==> config.mk <==
export PLATFORM = sky130hd
export DESIGN_NAME = dmairq_aggr
export DESIGN_NICKNAME = d
export VERILOG_FILES = /design/src/rtl/dmairq_pkg.sv /design/src/rtl/dmairq_addr_decode.sv /design/src/rtl/dmairq_class_bank.sv /design/src/rtl/dmairq_aggr.sv
export SDC_FILE = /design/constraint.sdc
export NUM_CORES = 1
export LEC_CHECK = 0
export BUFFER_PORTS_ARGS = -buffer_cell sky130_fd_sc_hd__buf_2
export CAP_MARGIN = 20
export CORE_ASPECT_RATIO = 0.8
export CORE_MARGIN = 3
export CORE_UTILIZATION = 35
export CTS_CLUSTER_SIZE = 20
export DETAILED_ROUTE_END_ITERATION = 7
export PLACE_DENSITY = 0.64
export SLEW_MARGIN = 20
export SYNTH_ARGS = -nofsm -noshare
export SYNTH_HDL_FRONTEND = slang
export SYNTH_SLANG_ARGS = --single-unit
==> constraint.sdc <==
create_clock -name clk -period 2.9 [get_ports clk]
set_clock_uncertainty 0.05 [all_clocks]
set_input_delay 0.29 -clock clk [delete_from_list [all_inputs] [get_ports clk]]
set_output_delay 0.29 -clock clk [all_outputs]
set_load 0.01 [all_outputs]
==> src/rtl/dmairq_pkg.sv <==
package dmairq_pkg;

    localparam int NUM_CLS = 4;

    typedef enum logic [1:0] {
        CLS_CHAIN = 2'd0,
        CLS_NODE  = 2'd1,
        CLS_ERRA  = 2'd2,
        CLS_ERRB  = 2'd3
    } evt_cls_e;

    typedef enum logic [2:0] {
        SEL_NONE    = 3'd0,
        SEL_SUMMARY = 3'd1,
        SEL_STATUS  = 3'd2,
        SEL_MASK    = 3'd3,
        SEL_RAW     = 3'd4
    } rd_sel_e;

    typedef enum logic {
        RD_IDLE = 1'b0,
        RD_RESP = 1'b1
    } rd_state_e;

    typedef struct packed {
        rd_sel_e  sel;
        evt_cls_e cls;
    } reg_hit_t;

    localparam logic [11:0] OFS_SUMMARY = 12'h000;
    localparam logic [11:0] OFS_STAT0   = 12'h004;
    localparam logic [11:0] OFS_MASK0   = 12'h018;
    localparam logic [11:0] OFS_RAW0    = 12'h600;

endpackage

==> src/rtl/dmairq_addr_decode.sv <==
module dmairq_addr_decode
    import dmairq_pkg::*;
#(
    parameter int ADDR_W = 12
) (
    input  logic [ADDR_W-1:0] addr_i,
    output reg_hit_t          hit_o
);

    always_comb begin
        hit_o.sel = SEL_NONE;
        hit_o.cls = CLS_CHAIN;
        for (int c = 0; c < NUM_CLS; c++) begin
            if (addr_i == ADDR_W'(OFS_STAT0 + 12'(4 * c))) begin
                hit_o.sel = SEL_STATUS;
                hit_o.cls = evt_cls_e'(c);
            end
            if (addr_i == ADDR_W'(OFS_MASK0 + 12'(4 * c))) begin
                hit_o.sel = SEL_MASK;
                hit_o.cls = evt_cls_e'(c);
            end
            if (addr_i == ADDR_W'(OFS_RAW0 + 12'(8 * c))) begin
                hit_o.sel = SEL_RAW;
                hit_o.cls = evt_cls_e'(c);
            end
        end
        if (addr_i == ADDR_W'(OFS_SUMMARY)) begin
            hit_o.sel = SEL_SUMMARY;
            hit_o.cls = CLS_CHAIN;
        end
    end

endmodule

==> src/rtl/dmairq_class_bank.sv <==
module dmairq_class_bank #(
    parameter int N = 16
) (
    input  logic         clk,
    input  logic         rst_n,
    input  logic [N-1:0] evt_i,
    input  logic         clr_we_i,
    input  logic         mask_we_i,
    input  logic [N-1:0] wdata_i,
    output logic [N-1:0] raw_o,
    output logic [N-1:0] mask_o,
    output logic [N-1:0] masked_o
);

    logic [N-1:0] raw_q;
    logic [N-1:0] mask_q;
    logic [N-1:0] clr_bits;

    always_comb begin
        clr_bits = clr_we_i ? wdata_i : '0;
    end

    always_ff @(posedge clk) begin
        if (!rst_n) begin
            raw_q  <= '0;
            mask_q <= '0;
        end else begin
            raw_q <= (raw_q & ~clr_bits) | evt_i;
            if (mask_we_i) begin
                mask_q <= wdata_i;
            end
        end
    end

    assign raw_o    = raw_q;
    assign mask_o   = mask_q;
    assign masked_o = raw_q & mask_q;

endmodule

==> src/rtl/dmairq_aggr.sv <==
module dmairq_aggr
    import dmairq_pkg::*;
#(
    parameter int N      = 16,
    parameter int ADDR_W = 12,
    parameter int DATA_W = 32
) (
    input  logic              clk,
    input  logic              rst_n,
    input  logic [N-1:0]      evt_chain_i,
    input  logic [N-1:0]      evt_node_i,
    input  logic [N-1:0]      evt_err1_i,
    input  logic [N-1:0]      evt_err2_i,
    input  logic              reg_wr_i,
    input  logic              reg_rd_i,
    input  logic [ADDR_W-1:0] reg_addr_i,
    input  logic [DATA_W-1:0] reg_wdata_i,
    output logic [DATA_W-1:0] reg_rdata_o,
    output logic              reg_rvalid_o,
    output logic              irq_o
);

    localparam int PAD_W = DATA_W - N;

    logic [NUM_CLS-1:0][N-1:0] evt_bus;
    logic [NUM_CLS-1:0][N-1:0] raw_q;
    logic [NUM_CLS-1:0][N-1:0] mask_q;
    logic [NUM_CLS-1:0][N-1:0] masked;
    logic [N-1:0]              summary;
    logic [N-1:0]              rd_word;
    logic [DATA_W-1:0]         rdata_q;
    reg_hit_t                  hit;
    rd_state_e                 state_q;
    rd_state_e                 state_d;
    logic                      unused_wdata_hi;

    assign unused_wdata_hi = ^reg_wdata_i[DATA_W-1:N];

    assign evt_bus[CLS_CHAIN] = evt_chain_i;
    assign evt_bus[CLS_NODE]  = evt_node_i;
    assign evt_bus[CLS_ERRA]  = evt_err1_i;
    assign evt_bus[CLS_ERRB]  = evt_err2_i;

    dmairq_addr_decode #(
        .ADDR_W (ADDR_W)
    ) dec_i (
        .addr_i (reg_addr_i),
        .hit_o  (hit)
    );

    for (genvar c = 0; c < NUM_CLS; c++) begin : g_bank
        logic clr_we;
        logic mask_we;
        assign clr_we  = reg_wr_i && (hit.sel == SEL_RAW)  && (hit.cls == evt_cls_e'(c));
        assign mask_we = reg_wr_i && (hit.sel == SEL_MASK) && (hit.cls == evt_cls_e'(c));

        dmairq_class_bank #(
            .N (N)
        ) bank_i (
            .clk       (clk),
            .rst_n     (rst_n),
            .evt_i     (evt_bus[c]),
            .clr_we_i  (clr_we),
            .mask_we_i (mask_we),
            .wdata_i   (reg_wdata_i[N-1:0]),
            .raw_o     (raw_q[c]),
            .mask_o    (mask_q[c]),
            .masked_o  (masked[c])
        );
    end

    always_comb begin
        summary = '0;
        for (int c = 0; c < NUM_CLS; c++) begin
            summary = summary | masked[c];
        end
    end

    assign irq_o = |summary;

    always_comb begin
        unique case (hit.sel)
            SEL_SUMMARY: rd_word = summary;
            SEL_STATUS:  rd_word = masked[hit.cls];
            SEL_MASK:    rd_word = mask_q[hit.cls];
            SEL_RAW:     rd_word = raw_q[hit.cls];
            default:     rd_word = '0;
        endcase
    end

    always_comb begin
        state_d = state_q;
        unique case (state_q)
            RD_IDLE: state_d = reg_rd_i ? RD_RESP : RD_IDLE;
            RD_RESP: state_d = reg_rd_i ? RD_RESP : RD_IDLE;
            default: state_d = RD_IDLE;
        endcase
    end

    always_ff @(posedge clk) begin
        if (!rst_n) begin
            state_q <= RD_IDLE;
        end else begin
            state_q <= state_d;
        end
    end

    always_ff @(posedge clk) begin
        if (!rst_n) begin
            rdata_q <= '0;
        end else if (reg_rd_i) begin
            rdata_q <= {{PAD_W{1'b0}}, rd_word};
        end
    end

    always_comb begin
        reg_rvalid_o = (state_q == RD_RESP);
        reg_rdata_o  = reg_rvalid_o ? rdata_q : '0;
    end

endmodule

==> results_tabular.tex, run 1 <==
\begin{tabular}{lr}
\hline
Metric & Value \\
\hline
\multicolumn{2}{l}{\textbf{Placement}} \\
\quad Routability-driven placement congestion ratio & 0.872 \\
\quad DP Cell Count & 1,269 \\
\quad Port buffer count & 113 \\
\quad HPWL after detailed placement & 17.1 mm \\
\quad Worst slack after detailed placement & 0.103 ns \\
\multicolumn{2}{l}{\textbf{Global route}} \\
\quad First-pass GRT wire length & 39.2 mm \\
\quad Overflow after GRT & 0 \\
\quad Total global-route track usage & 0.215 \\
\quad Largest net degree at the start of global routing & 67 \\
\quad Initial antenna violation count & 0 \\
\quad Vias in the first global route & 7,104 \\
\multicolumn{2}{l}{\textbf{Setup path}} \\
\quad Cell family contributing the most delay on the critical path & simple AND/OR/NAND/NOR gates \\
\quad Cell with the biggest individual delay on the critical path & sky130\_fd\_sc\_hd\_\_nor4\_1 \\
\quad WP data required & 2.56 ns \\
\quad Largest fanout on the critical path & 3 \\
\quad Critical Path Most Common Cell & sky130\_fd\_sc\_hd\_\_nand4\_1 \\
\quad Critical path class & flop to output pin \\
\quad Worst r2r dst & rdata\_q[3]\$\_SDFFE\_PN0P\_ \\
\quad Reg-to-reg slack, setup & 1.41 ns \\
\quad Critical Path End Type & output pin \\
\quad Slowest cell delay on critical path & 0.59 ns \\
\quad Startpoint type of the worst setup path & flop \\
\quad Number of cells traversed by the worst register-to-register path & 5 \\
\quad WP data arrival & 2.13 ns \\
\quad Cell Chain, Critical Path & nand2\_1 > nand4\_1 > nor4\_1 > nand4\_1 > buf\_2 \\
\quad Critical path buffers and inverters & 1 \\
\quad R2R Path Start & g\_bank[3].bank\_i.raw\_o[3]\$\_SDFF\_PN0\_ \\
\multicolumn{2}{l}{\textbf{Logic synthesis}} \\
\quad Post-synthesis area per instance & 8.10 um2 \\
\quad Number of flip-flops and latches in the synthesized netlist & 145 \\
\quad Share of Yosys cell area claimed by the top area cell type & 0.386 \\
\quad Yosys Warn Count & 0 \\
\quad Async set-reset flop share out of synthesis & 0 \\
\quad Number of synthesized flops with an enable pin & 0 \\
\quad Netlist Area Pre-Place & 0.00752 mm2 \\
\quad Sequential share of the synthesized area & 0.386 \\
\quad Number of library cell types mapped by synthesis & 48 \\
\quad Cell types occupying the most area after synthesis & sky130\_fd\_sc\_hd\_\_dfxtp\_1 (39\%), sky130\_fd\_sc\_hd\_\_nand2\_1 (12\%), sky130\_fd\_sc\_hd\_\_a21boi\_1 (5.1\%) \\
\quad Predominant post-synthesis flop cell & sky130\_fd\_sc\_hd\_\_dfxtp\_1 \\
\quad Post-synthesis instance total & 929 \\
\quad Post-synthesis cell type with the largest combined area & sky130\_fd\_sc\_hd\_\_dfxtp\_1 \\
\multicolumn{2}{l}{\textbf{Power and ir drop}} \\
\quad Internal power contribution & 3.58 mW \\
\quad Pleak & 3.29 nW \\
\quad Share of total power consumed by net switching & 0.231 \\
\quad Fraction of power consumed by the clock network & 0.483 \\
\quad Total power divided by cell area & 522 mW/mm2 \\
\quad Combinational Power Share & 0.061 \\
\quad Worst VDD drop & 319 uV \\
\quad Total net switching power & 1.08 mW \\
\quad Fraction of power consumed by sequential logic & 0.456 \\
\multicolumn{2}{l}{\textbf{Clock network}} \\
\quad Clock slew at reported path FFs & 0.06 ns \\
\quad Hold\_buf cts & 0 \\
\quad Clk Tree Root Cell & sky130\_fd\_sc\_hd\_\_clkbuf\_16 \\
\quad \# resized after CTS & 0 \\
\quad Insertion delay of the later-clocked pin in the worst-skew pair & 0.43 ns \\
\quad CTS tree & yes \\
\quad Post-CTS setup repair buffer count & 0 \\
\quad CTS sink cnt & 145 \\
\quad Number of buffers inserted during clock tree synthesis & 17 \\
\quad Clock tree buffer depth & 2 \\
\quad CTS HTree Levels & 4 \\
\multicolumn{2}{l}{\textbf{Hold path}} \\
\quad Hold Path Sink & g\_bank[0].bank\_i.raw\_o[0]\$\_SDFF\_PN0\_ \\
\quad Worst min-delay path startpoint & evt\_chain\_i[0] \\
\quad Instance count along the most critical hold path & 2 \\
\quad Hold Path Class & input port to flop \\
\multicolumn{2}{l}{\textbf{Die}} \\
\quad Area inside the core boundary & 0.0209 mm2 \\
\quad Site row count & 47 \\
\quad Die W & 170 um \\
\quad Total die area & 0.0233 mm2 \\
\quad Overall die height & 137 um \\
\quad IO Count & 146 \\
\quad Effective utilization at floorplan & 0.360 \\
\multicolumn{2}{l}{\textbf{STA}} \\
\quad Timing-limited maximum frequency & 405 MHz \\
\quad Final Max Tran Viols & 0 \\
\quad Sum of negative setup slack & 0 ns \\
\quad Time the worst path needs with I/O delays and setup & 2.47 ns \\
\quad Unrepaired setup endpoints after global routing & no \\
\quad Hold violation count in the final report & 0 \\
\quad Headroom to the max-slew limit & 0.330 \\
\quad Setup-failing EPs final & 0 \\
\quad Crit share post-route & 0.852 \\
\quad Pin slew with the least headroom to its limit & 1.01 ns \\
\quad PnR worst setup slack & 0.429 ns \\
\multicolumn{2}{l}{\textbf{Finish}} \\
\quad Layout Area Growth over Synthesis & 18.7\% \\
\quad Post-Layout Cell Count & 1,301 \\
\quad Combined flip-flop and latch cell area & 0.00290 mm2 \\
\quad Multi-input combinational cell area & 0.00421 mm2 \\
\quad Antenna Cells & 0 \\
\quad Commonest non-fill, non-tap cell in the layout & sky130\_fd\_sc\_hd\_\_nand2\_1 \\
\quad Final Net Count & 1,131 \\
\quad Filler instances & 2,064 \\
\quad Leading cell types in the layout, fill and taps excluded & sky130\_fd\_sc\_hd\_\_nand2\_1 (248), sky130\_fd\_sc\_hd\_\_dfxtp\_1 (145), sky130\_fd\_sc\_hd\_\_buf\_2 (113) \\
\quad Fraction of layout instances using a drive strength above 1 & 0.188 \\
\multicolumn{2}{l}{\textbf{Routing}} \\
\quad Final routed DRC violation total & 7 \\
\quad Count of vias placed by the detailed router & 7,488 \\
\quad Average routed wire per standard cell & 19.3 um \\
\quad Drt first-iter violations & 908 \\
\quad Aggregate routed wire length & 25.1 mm \\
\quad Number of optimization iterations in the first detailed-route pass & 8 \\
\quad Via density & 5.76 \\
\quad Antenna-violating nets left & 0 \\
\multicolumn{2}{l}{\textbf{Run status}} \\
\quad Run status & complete, but fails checks \\
\quad Violated checks & DRC \\
\multicolumn{2}{l}{\textbf{Run}} \\
\quad Max-capacitance violation count & 0 \\
\hline
\end{tabular}
==> metal layers <==
metal / global-route usage / vias up / wire length [um]
met5: 0 / - / 0
met4: 0.0590 / 0 / 473
met3: 0.0424 / 39 / 2160
met2: 0.340 / 362 / 11200
met1: 0.301 / 3579 / 11300
li1: - / 3508 / -
==> flip-flops by register name (all words and copies together), names as in the netlist <==
name                  count
g_bank.bank_i.mask_o     64
g_bank.bank_i.raw_o      64
rdata_q                  16
reg_rvalid_o              1
==> Yosys cell counts, drive strengths merged, types with 6 or more instances <==
| cell | n |
|---|---|
| nand4 | 19 |
| a21o | 7 |
| a31oi | 7 |
| clkbuf | 46 |
| and2 | 19 |
| nor2b | 49 |
| o221a | 8 |
| o21ai | 11 |
| dfxtp | 145 |
| and3 | 9 |
| a22o | 18 |
| a221o | 23 |
| nor4 | 6 |
| a21oi | 54 |
| buf | 51 |
| nor2 | 8 |
| o22ai | 8 |
| a222oi | 15 |
| nand2 | 250 |
| o21a | 17 |
| a21boi | 88 |
| nand3 | 9 |
| a221oi | 38 |
==> worst max-delay path by stage <==
stage | startpoint | slack, ns | to | depth (start not counted)
floorplan | reg_addr_i[4] | 0.75 | g_bank[3].bank_i.mask_o[10]$_SDFFE_PN0P_ | 10
global placement | reg_addr_i[8] | 0.15 | g_bank[0].bank_i.raw_o[0]$_SDFF_PN0_ | 8
detailed placement | reg_addr_i[8] | 0.10 | g_bank[0].bank_i.raw_o[2]$_SDFF_PN0_ | 8
CTS | g_bank[0].bank_i.raw_o[0]$_SDFF_PN0_ | 0.54 | irq_o | 5
global route | g_bank[0].bank_i.raw_o[14]$_SDFF_PN0_ | 0.34 | irq_o | 5
finish | g_bank[0].bank_i.raw_o[3]$_SDFF_PN0_ | 0.43 | irq_o | 5
==> final cells by class <==
cell class              instances  area share
well taps                     269      0.0377
multi-input cells             700       0.471
clock inverters                10      0.0150
clock buffers                  22      0.0520
inverters                       2    0.000841
flip-flops and latches        145       0.325
repair buffers                153      0.0984
==> worst reg2reg max path: stages (launching register included) <==
cell	delay, ns
sky130_fd_sc_hd__dfxtp_1	0.40
sky130_fd_sc_hd__nand2_1	0.11
sky130_fd_sc_hd__a221o_1	0.33
sky130_fd_sc_hd__a221oi_1	0.23
sky130_fd_sc_hd__a221o_1	0.15
sky130_fd_sc_hd__o221a_1	0.17
==> power by group through the flow <==
stage / logic, mW / registers [mW] / clock network [mW]
after floorplan: 0.192 / 2.14 / 0
after global placement: 0.279 / 2.16 / 0
after detailed placement: 0.284 / 2.17 / 0
after CTS: 0.284 / 2.12 / 2.28
after global routing: 0.321 / 2.13 / 2.36
final: 0.285 / 2.12 / 2.25
==> per-stage QoR <==
step / util / area [um2] / hold slack [ns] / power, mW
2_1_floorplan: - / 7580 / 0.364 / 2.33
3_3_place_gp: 0.399 / 8330 / 0.403 / 2.44
3_5_place_dp: 0.399 / 8330 / 0.411 / 2.45
4_1_cts: 0.428 / 8930 / 0.00516 / 4.69
5_1_grt: 0.428 / 8930 / 0.0105 / 4.82
6_report: 0.428 / 8930 / 0.0186 / 4.66
==> cell families (layout without fill, tap and decap cells) <==
kind of cell / after synthesis / after routing / share of synthesized area
other: 1 / 16 / 0.000498
DFF: 145 / 145 / 0.386
buffers and inverters: 99 / 187 / 0.0652
AOI/OAI and AO/OA: 304 / 304 / 0.311
and+or+nand+nor: 379 / 379 / 0.236
xor gates and xnor gates: 1 / 1 / 0.00116
Power figures use the tool's default switching activity.
==> inputs of run 2 (changes only) <==
Settings changed: CORE_MARGIN 3 to 2.
Clock period 2.9 ns to 2.3 ns, I/O delays scaled along.
==> run 2 against run 1 <==
Net effect: the run now ends clean; global-route usage grew 1.6 points; sequential power grew 26%; cell area grew 11%; routed wire length grew 2.3%; via count grew 5.1%; total power grew 25%; combinational power grew 64%; cell count grew 7.4%; critical path type unchanged; largest cell class unchanged.
==> results_tabular.tex, run 2 (synthesis results as in run 1) <==
\begin{tabular}{lr}
\hline
Metric & Value \\
\hline
\multicolumn{2}{l}{\textbf{Finish}} \\
\quad Final core utilization & 0.475 (+0.0476) \\
\quad Filler instances & 2,027 (-1.8\%) \\
\quad Antenna Cells & 0 (unchanged) \\
\quad Cell area after layout & 0.00992 mm2 (+11\%) \\
\quad Leading cell types in the layout, fill and taps excluded & sky130\_fd\_sc\_hd\_\_nand2\_1 (248), sky130\_fd\_sc\_hd\_\_dfxtp\_1 (145), sky130\_fd\_sc\_hd\_\_buf\_2 (113) \\
\quad Layout Area Growth over Synthesis & 31.9\% \\
\quad Commonest non-fill, non-tap cell in the layout & sky130\_fd\_sc\_hd\_\_nand2\_1 \\
\quad Final Net Count & 1,227 (+8.5\%) \\
\quad Fraction of layout instances using a drive strength above 1 & 0.207 (+0.0186) \\
\multicolumn{2}{l}{\textbf{Hold path}} \\
\quad Hold Path Class & input port to flop \\
\quad Instance count along the most critical hold path & 3 (+1) \\
\multicolumn{2}{l}{\textbf{Global route}} \\
\quad First-pass GRT wire length & 40.7 mm (+3.9\%) \\
\quad Overflow after GRT & 0 (unchanged) \\
\quad Initial antenna violation count & 0 (unchanged) \\
\quad Total global-route track usage & 0.231 (+0.0158) \\
\quad Largest net degree at the start of global routing & 52 (-22\%) \\
\quad Vias in the first global route & 7,459 (+5.0\%) \\
\multicolumn{2}{l}{\textbf{Clock network}} \\
\quad CTS tree & yes \\
\quad Clk Tree Root Cell & sky130\_fd\_sc\_hd\_\_clkbuf\_16 \\
\quad CTS HTree Levels & 4 (unchanged) \\
\quad Post-CTS setup repair buffer count & 0 (unchanged) \\
\quad Insertion delay of the later-clocked pin in the worst-skew pair & 0.44 ns (about the same) \\
\quad Clock tree buffer depth & 2 (unchanged) \\
\quad Number of buffers inserted during clock tree synthesis & 17 (unchanged) \\
\quad Clock slew at reported path FFs & 0.07 ns (about the same) \\
\quad CTS sink cnt & 145 (unchanged) \\
\multicolumn{2}{l}{\textbf{Run status}} \\
\quad Run status & finished, final reports clean \\
\multicolumn{2}{l}{\textbf{Die}} \\
\quad IO Count & 146 (unchanged) \\
\quad Effective utilization at floorplan & 0.360 (unchanged) \\
\quad Area inside the core boundary & 0.0209 mm2 (unchanged) \\
\quad Site row count & 47 (unchanged) \\
\quad Total die area & 0.0227 mm2 (-2.6\%) \\
\quad Die W & 168 um (-1.2\%) \\
\quad Overall die height & 135 um (-1.5\%) \\
\multicolumn{2}{l}{\textbf{Routing}} \\
\quad Drt first-iter violations & 853 (-6.1\%) \\
\quad Via density & 5.63 (-2.1\%) \\
\quad Antenna-violating nets left & 0 (unchanged) \\
\quad Count of vias placed by the detailed router & 7,871 (+5.1\%) \\
\quad Aggregate routed wire length & 25.7 mm (+2.3\%) \\
\quad Number of optimization iterations in the first detailed-route pass & 6 (-2) \\
\quad Average routed wire per standard cell & 18.4 um (-4.7\%) \\
\quad Final routed DRC violation total & 0 (-7) \\
\multicolumn{2}{l}{\textbf{Setup path}} \\
\quad Largest fanout on the critical path & 3 (unchanged) \\
\quad Number of cells traversed by the worst register-to-register path & 5 (unchanged) \\
\quad Cell with the biggest individual delay on the critical path & sky130\_fd\_sc\_hd\_\_nor4\_2 \\
\quad Startpoint type of the worst setup path & flop \\
\quad WP data arrival & 1.92 ns (-0.21 ns) \\
\quad WP data required & 2.02 ns (-0.54 ns) \\
\quad Critical Path Most Common Cell & sky130\_fd\_sc\_hd\_\_nand4\_1 \\
\quad Critical Path End Type & output pin \\
\quad Slowest cell delay on critical path & 0.41 ns (-0.18 ns) \\
\quad Critical path class & flop to output pin \\
\quad Cell Chain, Critical Path & nand2\_1 > nand4\_1 > nor4\_2 > nand4\_1 > buf\_2 \\
\multicolumn{2}{l}{\textbf{STA}} \\
\quad Setup-failing EPs final & 0 (unchanged) \\
\quad Time the worst path needs with I/O delays and setup & 2.20 ns \\
\quad Final Max Tran Viols & 0 (unchanged) \\
\quad Pin slew with the least headroom to its limit & 0.713 ns (-0.293 ns) \\
\quad Unrepaired setup endpoints after global routing & no \\
\quad Headroom to the max-slew limit & 0.524 (+0.194) \\
\quad Final hold slack & 0.00853 ns (-0.0101 ns) \\
\quad Hold violation count in the final report & 0 (unchanged) \\
\quad Crit share post-route & 0.956 \\
\quad Sum of negative setup slack & 0 ns (unchanged) \\
\quad Timing-limited maximum frequency & 455 MHz \\
\multicolumn{2}{l}{\textbf{Placement}} \\
\quad Instance area after placement & 0.00874 mm2 (+5.0\%) \\
\quad Port buffer count & 113 (unchanged) \\
\quad Routability-driven placement congestion ratio & 0.909 (+4.2\%) \\
\quad HPWL after detailed placement & 17.6 mm (+3.1\%) \\
\multicolumn{2}{l}{\textbf{Run}} \\
\quad Max-capacitance violation count & 0 (unchanged) \\
\multicolumn{2}{l}{\textbf{Power and ir drop}} \\
\quad Worst VDD drop & 439 uV (+38\%) \\
\quad Total power divided by cell area & 587 mW/mm2 (+12\%) \\
\quad Pleak & 3.73 nW (+13\%) \\
\hline
\end{tabular}
[run 2: repair_timing]
| item | 4_1_cts | 5_1_grt |
|---|---|---|
| resized for setup | 0 | 1 |
| endpoints found under the hold margin | 61 | 0 |
| endpoints found under the setup margin | 0 | 1 |
| hold buffers | 61 | 0 |
[run 2: path summary, 6_finish.rpt]
check | startpoint | to | slack, ns
setup / recovery | g_bank[0].bank_i.raw_o[3]$_SDFF_PN0_ | irq_o | 0.10
hold / removal | evt_err2_i[11] | g_bank[3].bank_i.raw_o[11]$_SDFF_PN0_ | 0.009
setup reg to reg | g_bank[1].bank_i.raw_o[11]$_SDFF_PN0_ | rdata_q[11]$_SDFFE_PN0P_ | 0.85
hold reg to reg | g_bank[0].bank_i.mask_o[7]$_SDFFE_PN0P_ | g_bank[0].bank_i.mask_o[7]$_SDFFE_PN0P_ | 0.42
[run 2: layout make-up]
type	count	area, um2	area share
sequential	145	2900	0.292
clock inverter	15	138	0.0139
clock buffer	17	425	0.0429
tap	269	337	0.0339
multi-input combinational	700	4210	0.424
timing repair buffer	249	1900	0.192
inverter	2	7.51	0.000756
[run 2: report_power, final]
group	internal, mW	switching (mW)	total [mW]	leakage (nW)
Sequential	2.59	0.0840	2.68	1.19
Clock	1.49	1.18	2.68	0.258
Combinational	0.253	0.214	0.467	2.28
Total	4.34	1.48	5.82	3.73
[run 2: routing by layer]
layer | up-vias | global-route usage | part of all wire
met4 | 0 | 0.0831 | 0.023
met3 | 48 | 0.0432 | 0.089
met2 | 397 | 0.365 | 0.44
met5 | - | 0 | 0
met1 | 3728 | 0.317 | 0.44
li1 | 3698 | - | -
[run 2: worst max-delay path: cells and delay by family, from the launching register on]
kind,cells,cell delay (ns)
buffers and inverters,1,0.20
DFF,1,0.35
and+or+nand+nor,4,0.93
[run 2: metrics by stage]
stage	instances	power (mW)	setup slack, ns
CTS	1397	5.86	0.00513
detailed placement	1304	3.12	-0.0752
global route	1397	6.03	0.00176
global placement	1304	3.11	-0.0548
floorplan	944	2.94	0.213
finish	1397	5.82	0.101
==> inputs of run 3 (changes only) <==
Settings changed: CTS_BUF_LIST set to sky130_fd_sc_hd__clkbuf_8.
==> run 3 against run 2 <==
Net effect: the flow now finishes with violations (DRC); cell count rose by 0.21%; highest routed layer unchanged; register-to-register slack worse by 0.02 ns; critical path depth is the same; routed wire length down 0.19%; total power shrank 12%; critical endpoint unchanged; largest cell class unchanged; cell area shrank 1.5%; die area is the same; clock power down 27%; sequential power is essentially flat; flip-flop and latch count unchanged.
==> results_tabular.tex, run 3 (synthesis results as in run 1) <==
\begin{tabular}{lr}
\hline
Metric & Value \\
\hline
\multicolumn{2}{l}{\textbf{STA}} \\
\quad Headroom to the max-slew limit & 0.520 (-0.00412) \\
\quad Final Max Tran Viols & 0 (unchanged) \\
\quad Final hold slack & 0.0203 ns (+0.0117 ns) \\
\quad Sum of negative setup slack & 0 ns (unchanged) \\
\quad Time the worst path needs with I/O delays and setup & 2.21 ns (+0.00684 ns) \\
\quad Crit share post-route & 0.959 (+0.00297) \\
\quad Setup-failing EPs final & 0 (unchanged) \\
\quad Pin slew with the least headroom to its limit & 0.719 ns (+0.00617 ns) \\
\quad Timing-limited maximum frequency & 453 MHz (-0.31\%) \\
\quad PnR worst setup slack & 0.0943 ns (-0.00684 ns) \\
\quad Hold violation count in the final report & 0 (unchanged) \\
\quad Unrepaired setup endpoints after global routing & no \\
\multicolumn{2}{l}{\textbf{Finish}} \\
\quad Multi-input combinational cell area & 0.00422 mm2 (+0.21\%) \\
\quad Combined flip-flop and latch cell area & 0.00291 mm2 (about the same) \\
\quad Post-Layout Cell Count & 1,400 (+0.21\%) \\
\quad Cell area after layout & 0.00977 mm2 (-1.5\%) \\
\quad Layout Area Growth over Synthesis & 29.9\% \\
\quad Leading cell types in the layout, fill and taps excluded & sky130\_fd\_sc\_hd\_\_nand2\_1 (248), sky130\_fd\_sc\_hd\_\_dfxtp\_1 (143), sky130\_fd\_sc\_hd\_\_buf\_2 (113) \\
\quad Filler instances & 2,048 (+1.0\%) \\
\quad Final Net Count & 1,230 (+0.24\%) \\
\quad Antenna Cells & 0 (unchanged) \\
\quad Final core utilization & 0.468 (-0.00719) \\
\quad Fraction of layout instances using a drive strength above 1 & 0.208 (+0.00122) \\
\quad Commonest non-fill, non-tap cell in the layout & sky130\_fd\_sc\_hd\_\_nand2\_1 \\
\multicolumn{2}{l}{\textbf{Clock network}} \\
\quad CTS HTree Levels & 4 (unchanged) \\
\quad Clk Tree Root Cell & sky130\_fd\_sc\_hd\_\_clkbuf\_8 \\
\quad Clock slew at reported path FFs & 0.09 ns (+0.02 ns) \\
\quad Insertion delay of the later-clocked pin in the worst-skew pair & 0.47 ns (+0.03 ns) \\
\quad CTS sink cnt & 145 (unchanged) \\
\quad Number of buffers inserted during clock tree synthesis & 17 (unchanged) \\
\quad CTS tree & yes \\
\quad Clock tree buffer depth & 2 (unchanged) \\
\quad Post-CTS setup repair buffer count & 0 (unchanged) \\
\multicolumn{2}{l}{\textbf{Setup path}} \\
\quad WP data arrival & 1.93 ns (about the same) \\
\quad Largest fanout on the critical path & 3 (unchanged) \\
\quad Critical path class & flop to output pin \\
\quad Critical path startpoint & g\_bank[1].bank\_i.raw\_o[0]\$\_SDFF\_PN0\_ \\
\quad Startpoint type of the worst setup path & flop \\
\quad Setup crit end & irq\_o \\
\quad Worst r2r dst & rdata\_q[0]\$\_SDFFE\_PN0P\_ \\
\quad Critical Path End Type & output pin \\
\quad Number of cells traversed by the worst register-to-register path & 5 (unchanged) \\
\quad Reg-to-reg slack, setup & 0.83 ns (-0.02 ns) \\
\quad WP data required & 2.02 ns (about the same) \\
\quad R2R Path Start & g\_bank[1].bank\_i.raw\_o[0]\$\_SDFF\_PN0\_ \\
\multicolumn{2}{l}{\textbf{Routing}} \\
\quad Drt first-iter violations & 774 (-9.3\%) \\
\quad Average routed wire per standard cell & 18.3 um (-0.41\%) \\
\quad Antenna-violating nets left & 0 (unchanged) \\
\quad Aggregate routed wire length & 25.7 mm (-0.19\%) \\
\quad Count of vias placed by the detailed router & 7,860 (-0.14\%) \\
\quad Final routed DRC violation total & 4 (+4) \\
\quad Via density & 5.61 (-0.35\%) \\
\quad Number of optimization iterations in the first detailed-route pass & 8 (+2) \\
\multicolumn{2}{l}{\textbf{Global route}} \\
\quad Global routing's busiest layer & met2 \\
\quad Largest net degree at the start of global routing & 52 (unchanged) \\
\quad Global routing usage on met1 & 0.318 (+0.000487) \\
\quad Initial antenna violation count & 0 (unchanged) \\
\quad Overflow after GRT & 0 (unchanged) \\
\quad Total global-route track usage & 0.230 (-0.00166) \\
\quad Vias in the first global route & 7,405 (-0.72\%) \\
\quad First-pass GRT wire length & 40.5 mm (-0.49\%) \\
\quad M2 GR Usage & 0.362 (-0.00275) \\
\quad Global routing met3 resource utilization & 0.0412 (-0.00204) \\
\multicolumn{2}{l}{\textbf{Run status}} \\
\quad Violated checks & DRC \\
\quad Run status & complete, but fails checks \\
\multicolumn{2}{l}{\textbf{Hold path}} \\
\quad Hold Path Class & input port to flop \\
\multicolumn{2}{l}{\textbf{Power and ir drop}} \\
\quad Final total power & 5.10 mW (-12\%) \\
\quad Fraction of power consumed by the clock network & 0.383 (-0.077) \\
\quad Fraction of power consumed by sequential logic & 0.525 (+0.065) \\
\quad Share of total power consumed by net switching & 0.273 (+0.0182) \\
\quad Total net switching power & 1.39 mW (-6.2\%) \\
\quad Worst VDD drop & 315 uV (-28\%) \\
\quad Internal power contribution & 3.71 mW (-15\%) \\
\quad Pleak & 3.66 nW (-1.8\%) \\
\quad Combinational Power Share & 0.092 (+0.012) \\
\quad Total power divided by cell area & 522 mW/mm2 (-11\%) \\
\multicolumn{2}{l}{\textbf{Run}} \\
\quad Max-capacitance violation count & 0 (unchanged) \\
\multicolumn{2}{l}{\textbf{Placement}} \\
\quad DP Cell Count & 1,304 (unchanged) \\
\quad Routability-driven placement congestion ratio & 0.909 (unchanged) \\
\quad Worst slack after detailed placement & -0.0752 ns (unchanged) \\
\quad HPWL after detailed placement & 17.6 mm (unchanged) \\
\quad Port buffer count & 113 (unchanged) \\
\quad Instance area after placement & 0.00874 mm2 (unchanged) \\
\multicolumn{2}{l}{\textbf{Die}} \\
\quad IO Count & 146 (unchanged) \\
\quad Effective utilization at floorplan & 0.360 (unchanged) \\
\quad Die W & 168 um (unchanged) \\
\quad Area inside the core boundary & 0.0209 mm2 (unchanged) \\
\quad Overall die height & 135 um (unchanged) \\
\quad Site row count & 47 (unchanged) \\
\quad Total die area & 0.0227 mm2 (unchanged) \\
\hline
\end{tabular}
-- run 3: area by class of cell --
class                           instances  share of cell area
Clock buffer                           17              0.0239
Clock inverter                         15              0.0141
Inverter                                2            0.000768
Multi-Input combinational cell        700               0.432
Sequential cell                       145               0.297
Tap cell                              269              0.0344
Timing Repair Buffer                  252               0.198
-- run 3: power by group through the flow --
stage,Combinational [mW],Sequential (mW),Clock (mW)
final,0.471,2.68,1.95
after detailed placement,0.385,2.73,0
after global routing,0.518,2.69,2.09
after global placement,0.378,2.73,0
after floorplan,0.241,2.70,0
after CTS,0.470,2.67,1.99
-- run 3: worst min-delay path by stage --
stage | from | end | slack (ns) | cells past startpoint
floorplan | evt_chain_i[10] | g_bank[0].bank_i.raw_o[10]$_SDFF_PN0_ | 0.30 | 1
global placement | evt_chain_i[8] | g_bank[0].bank_i.raw_o[8]$_SDFF_PN0_ | 0.39 | 2
detailed placement | evt_chain_i[15] | g_bank[0].bank_i.raw_o[15]$_SDFF_PN0_ | 0.39 | 2
CTS | reg_wdata_i[15] | g_bank[1].bank_i.mask_o[15]$_SDFFE_PN0P_ | 0.0003 | 3
global route | reg_wdata_i[9] | g_bank[2].bank_i.mask_o[9]$_SDFFE_PN0P_ | 0.02 | 3
finish | reg_wdata_i[9] | g_bank[2].bank_i.mask_o[9]$_SDFFE_PN0P_ | 0.02 | 3
-- run 3: metal layers --
layer | up-vias | routed length (um)
li1 | 3703 | -
met1 | 3715 | 11600
met2 | 392 | 11300
met3 | 50 | 2100
met4 | 0 | 626
met5 | - | 0
-- run 3: critical path, stage by stage (launching register included) --
cell and delay [ns]:
sky130_fd_sc_hd__dfxtp_1 0.35, sky130_fd_sc_hd__nand2_1 0.10, sky130_fd_sc_hd__nand4_1 0.22, sky130_fd_sc_hd__nor4_4 0.37, sky130_fd_sc_hd__nand4_1 0.21, sky130_fd_sc_hd__buf_2 0.20
-- run 3: timing repair --
| item | 4_1_cts | 5_1_grt |
|---|---|---|
| resized for setup | 1 | 3 |
| pin swaps | 0 | 2 |
| hold endpoints to repair | 64 | 0 |
| hold buffers | 64 | 0 |
| setup endpoints to repair | 1 | 1 |
